## src/rtl/acc_extract_pkg.sv

```systemverilog
package acc_extract_pkg;
  typedef enum logic [1:0] {
    XOP_TRUNC  = 2'd0,
    XOP_RND    = 2'd1,
    XOP_RNDSAT = 2'd2,
    XOP_HSAT   = 2'd3
  } xop_e;
endpackage

```

## src/rtl/acc_slot_mux.sv

```systemverilog
module acc_slot_mux #(
  parameter int DW   = 32,
  parameter int NACC = 4,
  localparam int SW  = $clog2(NACC)
) (
  input  logic [NACC*DW-1:0] hi_bus_i,
  input  logic [NACC*DW-1:0] lo_bus_i,
  input  logic [SW-1:0]      sel_i,
  output logic [2*DW-1:0]    acc_o
);
  logic [2*DW-1:0] slot [NACC];

  for (genvar k = 0; k < NACC; k++) begin : g_slot
    assign slot[k] = {hi_bus_i[k*DW +: DW], lo_bus_i[k*DW +: DW]};
  end

  assign acc_o = slot[sel_i];
endmodule

```

## src/rtl/shift_pick.sv

```systemverilog
module shift_pick #(
  parameter int SHW = 5
) (
  input  logic           src_i,
  input  logic [SHW-1:0] imm_i,
  input  logic [SHW-1:0] gpr_i,
  output logic [SHW-1:0] amt_o
);
  always_comb begin
    amt_o = src_i ? gpr_i : imm_i;
  end
endmodule

```

## src/rtl/extract_core.sv

```systemverilog
module extract_core
  import acc_extract_pkg::*;
#(
  parameter int DW  = 32,
  parameter int SHW = 5,
  localparam int WW = 2*DW + 1,
  localparam int HW = DW/2
) (
  input  logic [2*DW-1:0] acc_i,
  input  logic [SHW-1:0]  amt_i,
  input  xop_e            op_i,
  output logic [DW-1:0]   res_o,
  output logic            ovf_o
);
  logic [WW-1:0]        wide;
  logic [WW-1:0]        bias;
  logic signed [WW-1:0] sum_s;
  logic [WW-1:0]        shifted;
  logic                 word_fits;
  logic                 half_fits;
  logic                 use_rnd;
  logic [WW-DW:0]       word_top;
  logic [WW-HW:0]       half_top;

  always_comb begin
    wide    = {acc_i[2*DW-1], acc_i};
    use_rnd = (op_i == XOP_RND) || (op_i == XOP_RNDSAT);
    bias    = '0;
    if (use_rnd && (amt_i != '0)) begin
      bias = {{(WW-1){1'b0}}, 1'b1} << (amt_i - 1'b1);
    end
    sum_s   = $signed(wide + bias);
    shifted = sum_s >>> amt_i;
  end

  always_comb begin
    word_top  = shifted[WW-1:DW-1];
    half_top  = shifted[WW-1:HW-1];
    word_fits = (&word_top) || (~|word_top);
    half_fits = (&half_top) || (~|half_top);
  end

  always_comb begin
    res_o = shifted[DW-1:0];
    ovf_o = 1'b0;
    unique case (op_i)
      XOP_TRUNC, XOP_RND: begin
        ovf_o = ~word_fits;
      end
      XOP_RNDSAT: begin
        ovf_o = ~word_fits;
        if (!word_fits) begin
          res_o = shifted[WW-1] ? {1'b1, {(DW-1){1'b0}}} : {1'b0, {(DW-1){1'b1}}};
        end
      end
      XOP_HSAT: begin
        ovf_o = ~half_fits;
        if (!half_fits) begin
          res_o = shifted[WW-1] ? {{(HW+1){1'b1}}, {(HW-1){1'b0}}}
                                : {{(HW+1){1'b0}}, {(HW-1){1'b1}}};
        end
      end
      default: ;
    endcase
  end
endmodule

```

## src/rtl/acc_extract_unit.sv

```systemverilog
module acc_extract_unit
  import acc_extract_pkg::*;
#(
  parameter int DW   = 32,
  parameter int NACC = 4,
  parameter int SHW  = 5,
  localparam int SW  = $clog2(NACC)
) (
  input  logic              clk_i,
  input  logic              rst_ni,
  input  logic              start_i,
  input  logic [1:0]        op_i,
  input  logic [SW-1:0]     acc_sel_i,
  input  logic              shift_src_i,
  input  logic [SHW-1:0]    shift_imm_i,
  input  logic [SHW-1:0]    shift_gpr_i,
  input  logic [NACC*DW-1:0] acc_hi_i,
  input  logic [NACC*DW-1:0] acc_lo_i,
  input  logic              flag_clr_i,
  output logic [DW-1:0]     result_o,
  output logic              done_o,
  output logic              ovf_flag_o
);
  logic [2*DW-1:0] acc_sel;
  logic [SHW-1:0]  amt;
  logic [DW-1:0]   core_res;
  logic            core_ovf;
  logic [DW-1:0]   res_d, res_q;
  logic            done_d, done_q;
  logic            flag_d, flag_q;

  acc_slot_mux #(.DW(DW), .NACC(NACC)) u_mux (
    .hi_bus_i(acc_hi_i), .lo_bus_i(acc_lo_i), .sel_i(acc_sel_i), .acc_o(acc_sel)
  );

  shift_pick #(.SHW(SHW)) u_amt (
    .src_i(shift_src_i), .imm_i(shift_imm_i), .gpr_i(shift_gpr_i), .amt_o(amt)
  );

  extract_core #(.DW(DW), .SHW(SHW)) u_core (
    .acc_i(acc_sel), .amt_i(amt), .op_i(xop_e'(op_i)), .res_o(core_res), .ovf_o(core_ovf)
  );

  always_comb begin
    res_d  = res_q;
    done_d = start_i;
    flag_d = flag_q & ~flag_clr_i;
    if (start_i) begin
      res_d  = core_res;
      flag_d = flag_d | core_ovf;
    end
  end

  always_ff @(posedge clk_i or negedge rst_ni) begin
    if (!rst_ni) begin
      res_q  <= '0;
      done_q <= 1'b0;
      flag_q <= 1'b0;
    end else begin
      done_q <= done_d;
      flag_q <= flag_d;
      if (start_i) begin
        res_q <= res_d;
      end
    end
  end

  assign result_o   = res_q;
  assign done_o     = done_q;
  assign ovf_flag_o = flag_q;


  done_follows_start_chk: assert property (@(posedge clk_i) disable iff (!rst_ni)
    start_i |=> done_o);

  done_needs_start_chk: assert property (@(posedge clk_i) disable iff (!rst_ni)
    !start_i |=> !done_o);

  result_hold_chk: assert property (@(posedge clk_i) disable iff (!rst_ni)
    !start_i |=> $stable(result_o));

  flag_sticky_chk: assert property (@(posedge clk_i) disable iff (!rst_ni)
    (ovf_flag_o && !flag_clr_i) |=> ovf_flag_o);

  flag_rise_chk: assert property (@(posedge clk_i) disable iff (!rst_ni)
    $rose(ovf_flag_o) |-> done_o);
endmodule

```

## config.mk

```make
export PLATFORM = sky130hd
export DESIGN_NAME = acc_extract_unit
export DESIGN_NICKNAME = d
export VERILOG_FILES = /design/src/rtl/acc_extract_pkg.sv /design/src/rtl/acc_slot_mux.sv /design/src/rtl/shift_pick.sv /design/src/rtl/extract_core.sv /design/src/rtl/acc_extract_unit.sv
export SDC_FILE = /design/constraint.sdc
export NUM_CORES = 1
export LEC_CHECK = 0
export ABC_AREA = 1
export BUFFER_PORTS_ARGS = -buffer_cell sky130_fd_sc_hd__buf_2
export CORE_MARGIN = 1.5
export CORE_UTILIZATION = 54
export CTS_CLUSTER_DIAMETER = 30
export DETAILED_ROUTE_END_ITERATION = 8
export MAX_ROUTING_LAYER = met4
export PLACE_DENSITY = 0.81
export SETUP_SLACK_MARGIN = 0.02
export SLEW_MARGIN = 20
export SYNTH_ARGS = -nofsm -noshare
export SYNTH_HDL_FRONTEND = slang
export SYNTH_SLANG_ARGS = --single-unit
```

## constraint.sdc

```tcl
create_clock -name clk_i -period 1.15 [get_ports clk_i]
set_clock_uncertainty 0.15 [all_clocks]
set_input_delay 0.1725 -clock clk_i [delete_from_list [all_inputs] [get_ports clk_i]]
set_output_delay 0.1725 -clock clk_i [all_outputs]
set_load 0.1 [all_outputs]
```

==> flow_summary.toml, run 1 <==
[grt]
grt_max_degree = 83
grtUsageTotal = 0.782
grt_overflow = 235

[placement]
place_congestion = 1.07
dpl_cell_area_um2 = 18500
dp_hpwl_mm = 48.3
io_buffers = 308
placed_cells = 3775

[yosys]
postSynthAreaPerCell_um2 = 4.72
synth_top_area_share = 0.300
synth_seq_cells = 34
yosys.area.top_type = "nand2_1"
yosys_warnings = 0
async_reset_ff_frac = 1.00
syn_nets = 3282
synth_area_um2 = 14000
synth.distinct_cells = 45
synthCells = 2972
seq_area_frac_synth = 0.0607
synth_flop_cell = "dfrtp_1"
ys_top_cells_by_area = "nand2_1 (30%), nand3_1 (22%), nor2_1 (9.2%), inv_1 (7.7%), dfrtp_1 (6.1%)"
synth-edff-count = 0

[floorplanning]
ios = 309
initial_core_util = 0.554
rows = 58
dieWidth_um = 164
chipHeight_um = 164

[sta]
worst_endpoint_kind = "register input"
grt_worst_setup_endpoint = "result_o[0]$_DFFE_PN0P_/D"

[outcome]
first-error = "[ERROR GRT-0232] Routing congestion too high. Check the congestion heatmap in the GUI."
status = "aborted with a tool error"
stop_stage = "global routing (5_1_grt)"

[cts]
numCtsBuffers = 5
cts_sinks = 34
clockBufferDepth = 2
cts_root_buffer = "clkbuf_16"
h-tree-depth = 2
-- what timing repair did --
action,in CTS
hold buffers,2
pin swaps,126
gates cloned,4
setup endpoints to repair,67
endpoints found under the hold margin,35
setup buffers,33
gates resized for setup,278
-- kinds of logic after synthesis --
family	count (synthesis)	synth area share
AOI/OAI and AO/OA	253	0.0985
xor gates and xnor gates	30	0.0187
adders and majority gates	35	0.0318
buffers and inverters	447	0.130
DFF	34	0.0607
muxes	3	0.00214
other	1	0.000268
and+or+nand+nor	2169	0.658
-- per-stage QoR --
step / TNS [ps] / worst slack [ps] / hold WS [ps] / util
after floorplan: -114800 / -3530 / -273 / -
after global placement: -142950 / -4430 / -84.6 / 0.732
after detailed placement: -147700 / -4680 / -79.6 / 0.732
after CTS: -127820 / -3870 / 137 / 0.797
-- cell usage after synthesis, drive strengths merged (7+ instances only) --
cell type	n
xor2	16
a21oi	38
clkbuf	101
xnor2	14
a31oi	9
o22ai	31
nor2	362
nand2	1142
inv	293
o21ai	154
nand3	612
buf	51
o211ai	7
ha	34
nand3b	19
dfrtp	34
or2	27
-- metal layers --
metal | track usage | overflow
met1 | 0.769 | 12
met2 | 0.952 | 130
met3 | 0.602 | 27
met4 | 0.744 | 66
met5 | - | -
==> run 2: changes to the inputs <==
--- a/config.mk
+++ b/config.mk
@@ -8,12 +8,9 @@
 export ABC_AREA = 1
 export BUFFER_PORTS_ARGS = -buffer_cell sky130_fd_sc_hd__buf_2
 export CORE_MARGIN = 1.5
-export CORE_UTILIZATION = 54
-export CTS_CLUSTER_DIAMETER = 30
+export CORE_UTILIZATION = 39
 export DETAILED_ROUTE_END_ITERATION = 8
-export MAX_ROUTING_LAYER = met4
-export PLACE_DENSITY = 0.81
-export SETUP_SLACK_MARGIN = 0.02
+export PLACE_DENSITY_LB_ADDON = 0.15
 export SLEW_MARGIN = 20
 export SYNTH_ARGS = -nofsm -noshare
 export SYNTH_HDL_FRONTEND = slang
==> flow_summary.toml, run 2 <==
[layout]
syn2layout_area_growth_pct = 58.8
final_nets = 3876
utilization = 0.627
diodes = 0
largest_reg_flops = 32
drive_above_1_share = 0.377
final_cell_mix = "nand2_1 (945), nand3_1 (409), buf_4 (396), nor2_1 (296), inv_1 (273)"
n_fill_cell = 3543
final_cells = 4028
final_area_um2 = 22300
layout.cells.most_common = "nand2_1"

[sta]
slew_viol_final = 0
setup_ws_ps = -4220
layout_min_cycle_time_ps = 5370
grt_setup_unrepaired = "yes"
finalHoldViolations = 0
max-slew-margin-rel = 0.310
finalSetupTns_ps = -137710
post-route-period-util = 4.67
whs_ps = 75.6
tightest_slew_ps = 1040
final-setup-viol-count = 67
timing.fmax_mhz = 186

[cts]
numCtsBuffers = 5
cts_sinks = 34
clk_latency_ps = 280
cts_tree = "yes"
h-tree-depth = 2
cts_root_buffer = "clkbuf_16"
clkSlewWorstSetupHoldPaths_ps = 60
clockBufferDepth = 2

[floorplanning]
ios = 309
chipHeight_um = 193
coreArea_um2 = 35500
dieWidth_um = 193
dieArea_um2 = 37100
rows = 69
initial_core_util = 0.395

[power]
finalPower_mw = 16.6
leakagePower_nw = 11.8
p_per_area_nw_per_um2 = 747
ir_drop_uv = 878

[placement]
placed_cells = 3956
place_congestion = 0.972
dp_hpwl_mm = 51.8
io_buffers = 308
dpl_cell_area_um2 = 19100
pre_cts_slack_ps = -4770

[grt]
grtUsageTotal = 0.353
grt_pass1_vias = 20600
antenna_found_initial = 0
grt_overflow = 0
grt_pass1_wl_mm = 104
grt_max_degree = 81

[yosys]
synth_seq_cells = 34
synth.distinct_cells = 45
yosys_warnings = 0
synth_flop_cell = "dfrtp_1"
async_reset_ff_frac = 1.00
ys_top_cells_by_area = "nand2_1 (30%), nand3_1 (22%), nor2_1 (9.2%), inv_1 (7.7%), dfrtp_1 (6.1%)"
synth_top_area_share = 0.300
seq_area_frac_synth = 0.0607
synthTopCellsByCount = "nand2_1 (1122), nand3_1 (604), nor2_1 (344), inv_1 (286), o21ai_0 (147)"
yosys.area.top_type = "nand2_1"
postSynthAreaPerCell_um2 = 4.72
synth-edff-count = 0
synth_area_um2 = 14000
syn_nets = 3282
synthCells = 2972
yosysMostFrequentCell = "nand2_1"

[routing]
drtIter0Drc = 2130
wl_per_cell_um = 16.7
wirelength_met1_mm = 28.1
wl_met2_mm = 32.2
drc = 0
dr_total_vias = 21700
drtPass1Iterations = 5
routed.top_layer = "met4"
routed_wl_mm = 67.2
routed_via_density = 5.38
ant_nets = 0
met3WireLength_mm = 4.01

[critical_path]
cp_common_cell = "nand2_4"
end_kind = "flop"
crit_required_ps = 1170
slowest_delay_ps = 390
worstPathMaxFanout = 8
cp_slowest_cell = "fa_2"
cp-start-kind = "input port"
critical_path_class = "input port to flop"
r2r_slack_ps = 60
worst_ep_arrival_time_ps = 5400

[outcome]
violations = "negative setup slack"
status = "finished, violations left"

[job]
drv_cap = 0

[hold_path]
hold_path_class = "input port to flop"
## run 2: logic make-up after synthesis
logic type,after synthesis,synth area share
adder cells (fa/ha/maj),35,0.0318
multiplexers,3,0.00214
buffers and inverters,447,0.130
other,1,0.000268
flip-flops,34,0.0607
AND/OR/NAND/NOR,2169,0.658
XOR/XNOR,30,0.0187
AO/OA/AOI/OAI,253,0.0985
## run 2: routing by layer
metal  vias up  global-route usage
met3       176              0.0306
li1      10700                   -
met5         -                   0
met4         0               0.136
met1      9892               0.448
met2       900               0.615
## run 2: worst paths after layout
check                        startpoint           end  cells after the start
setup / recovery            shift_src_i  result_o[14]                     45
hold / removal                  start_i        done_o                      2
setup reg to reg           result_o[16]  result_o[16]                      3
hold reg to reg             result_o[5]   result_o[5]                      2
max in group asynchronous        rst_ni  result_o[25]                      3
min in group asynchronous        rst_ni        done_o                      3
## run 2: layout make-up
cell class                 count  area [um^2]  share of cell area
clock inverter                 1         30.0             0.00135
timing repair inverter         1         7.51            0.000337
timing repair buffer         736         5600               0.252
tap                          461          577              0.0259
sequential                    34          893              0.0401
clock buffer                   7          133             0.00596
inverter                     295         1120              0.0503
multi-input combinational   2493        13900               0.624
## run 2: repair_timing
action                     CTS  global route
hold endpoints to repair    35             0
gates resized for setup    264           309
pin swaps                   91           160
setup endpoints to repair   67            67
gates cloned                 7             2
hold buffers                 2             0
setup buffers               39            16
## run 2: critical path, delay by kind of cell
family                     cells  cell delay [ps]
adders and majority gates      1              390
and+or+nand+nor               33             3400
buffers and inverters          9             1000
AOI/OAI and AO/OA              2              420
## run 2: report_power, final
group / switching, mW / internal, mW
Sequential: 0.222 / 1.43
Clock: 0.540 / 1.03
Combinational: 8.19 / 5.22
Power figures use the tool's default switching activity.
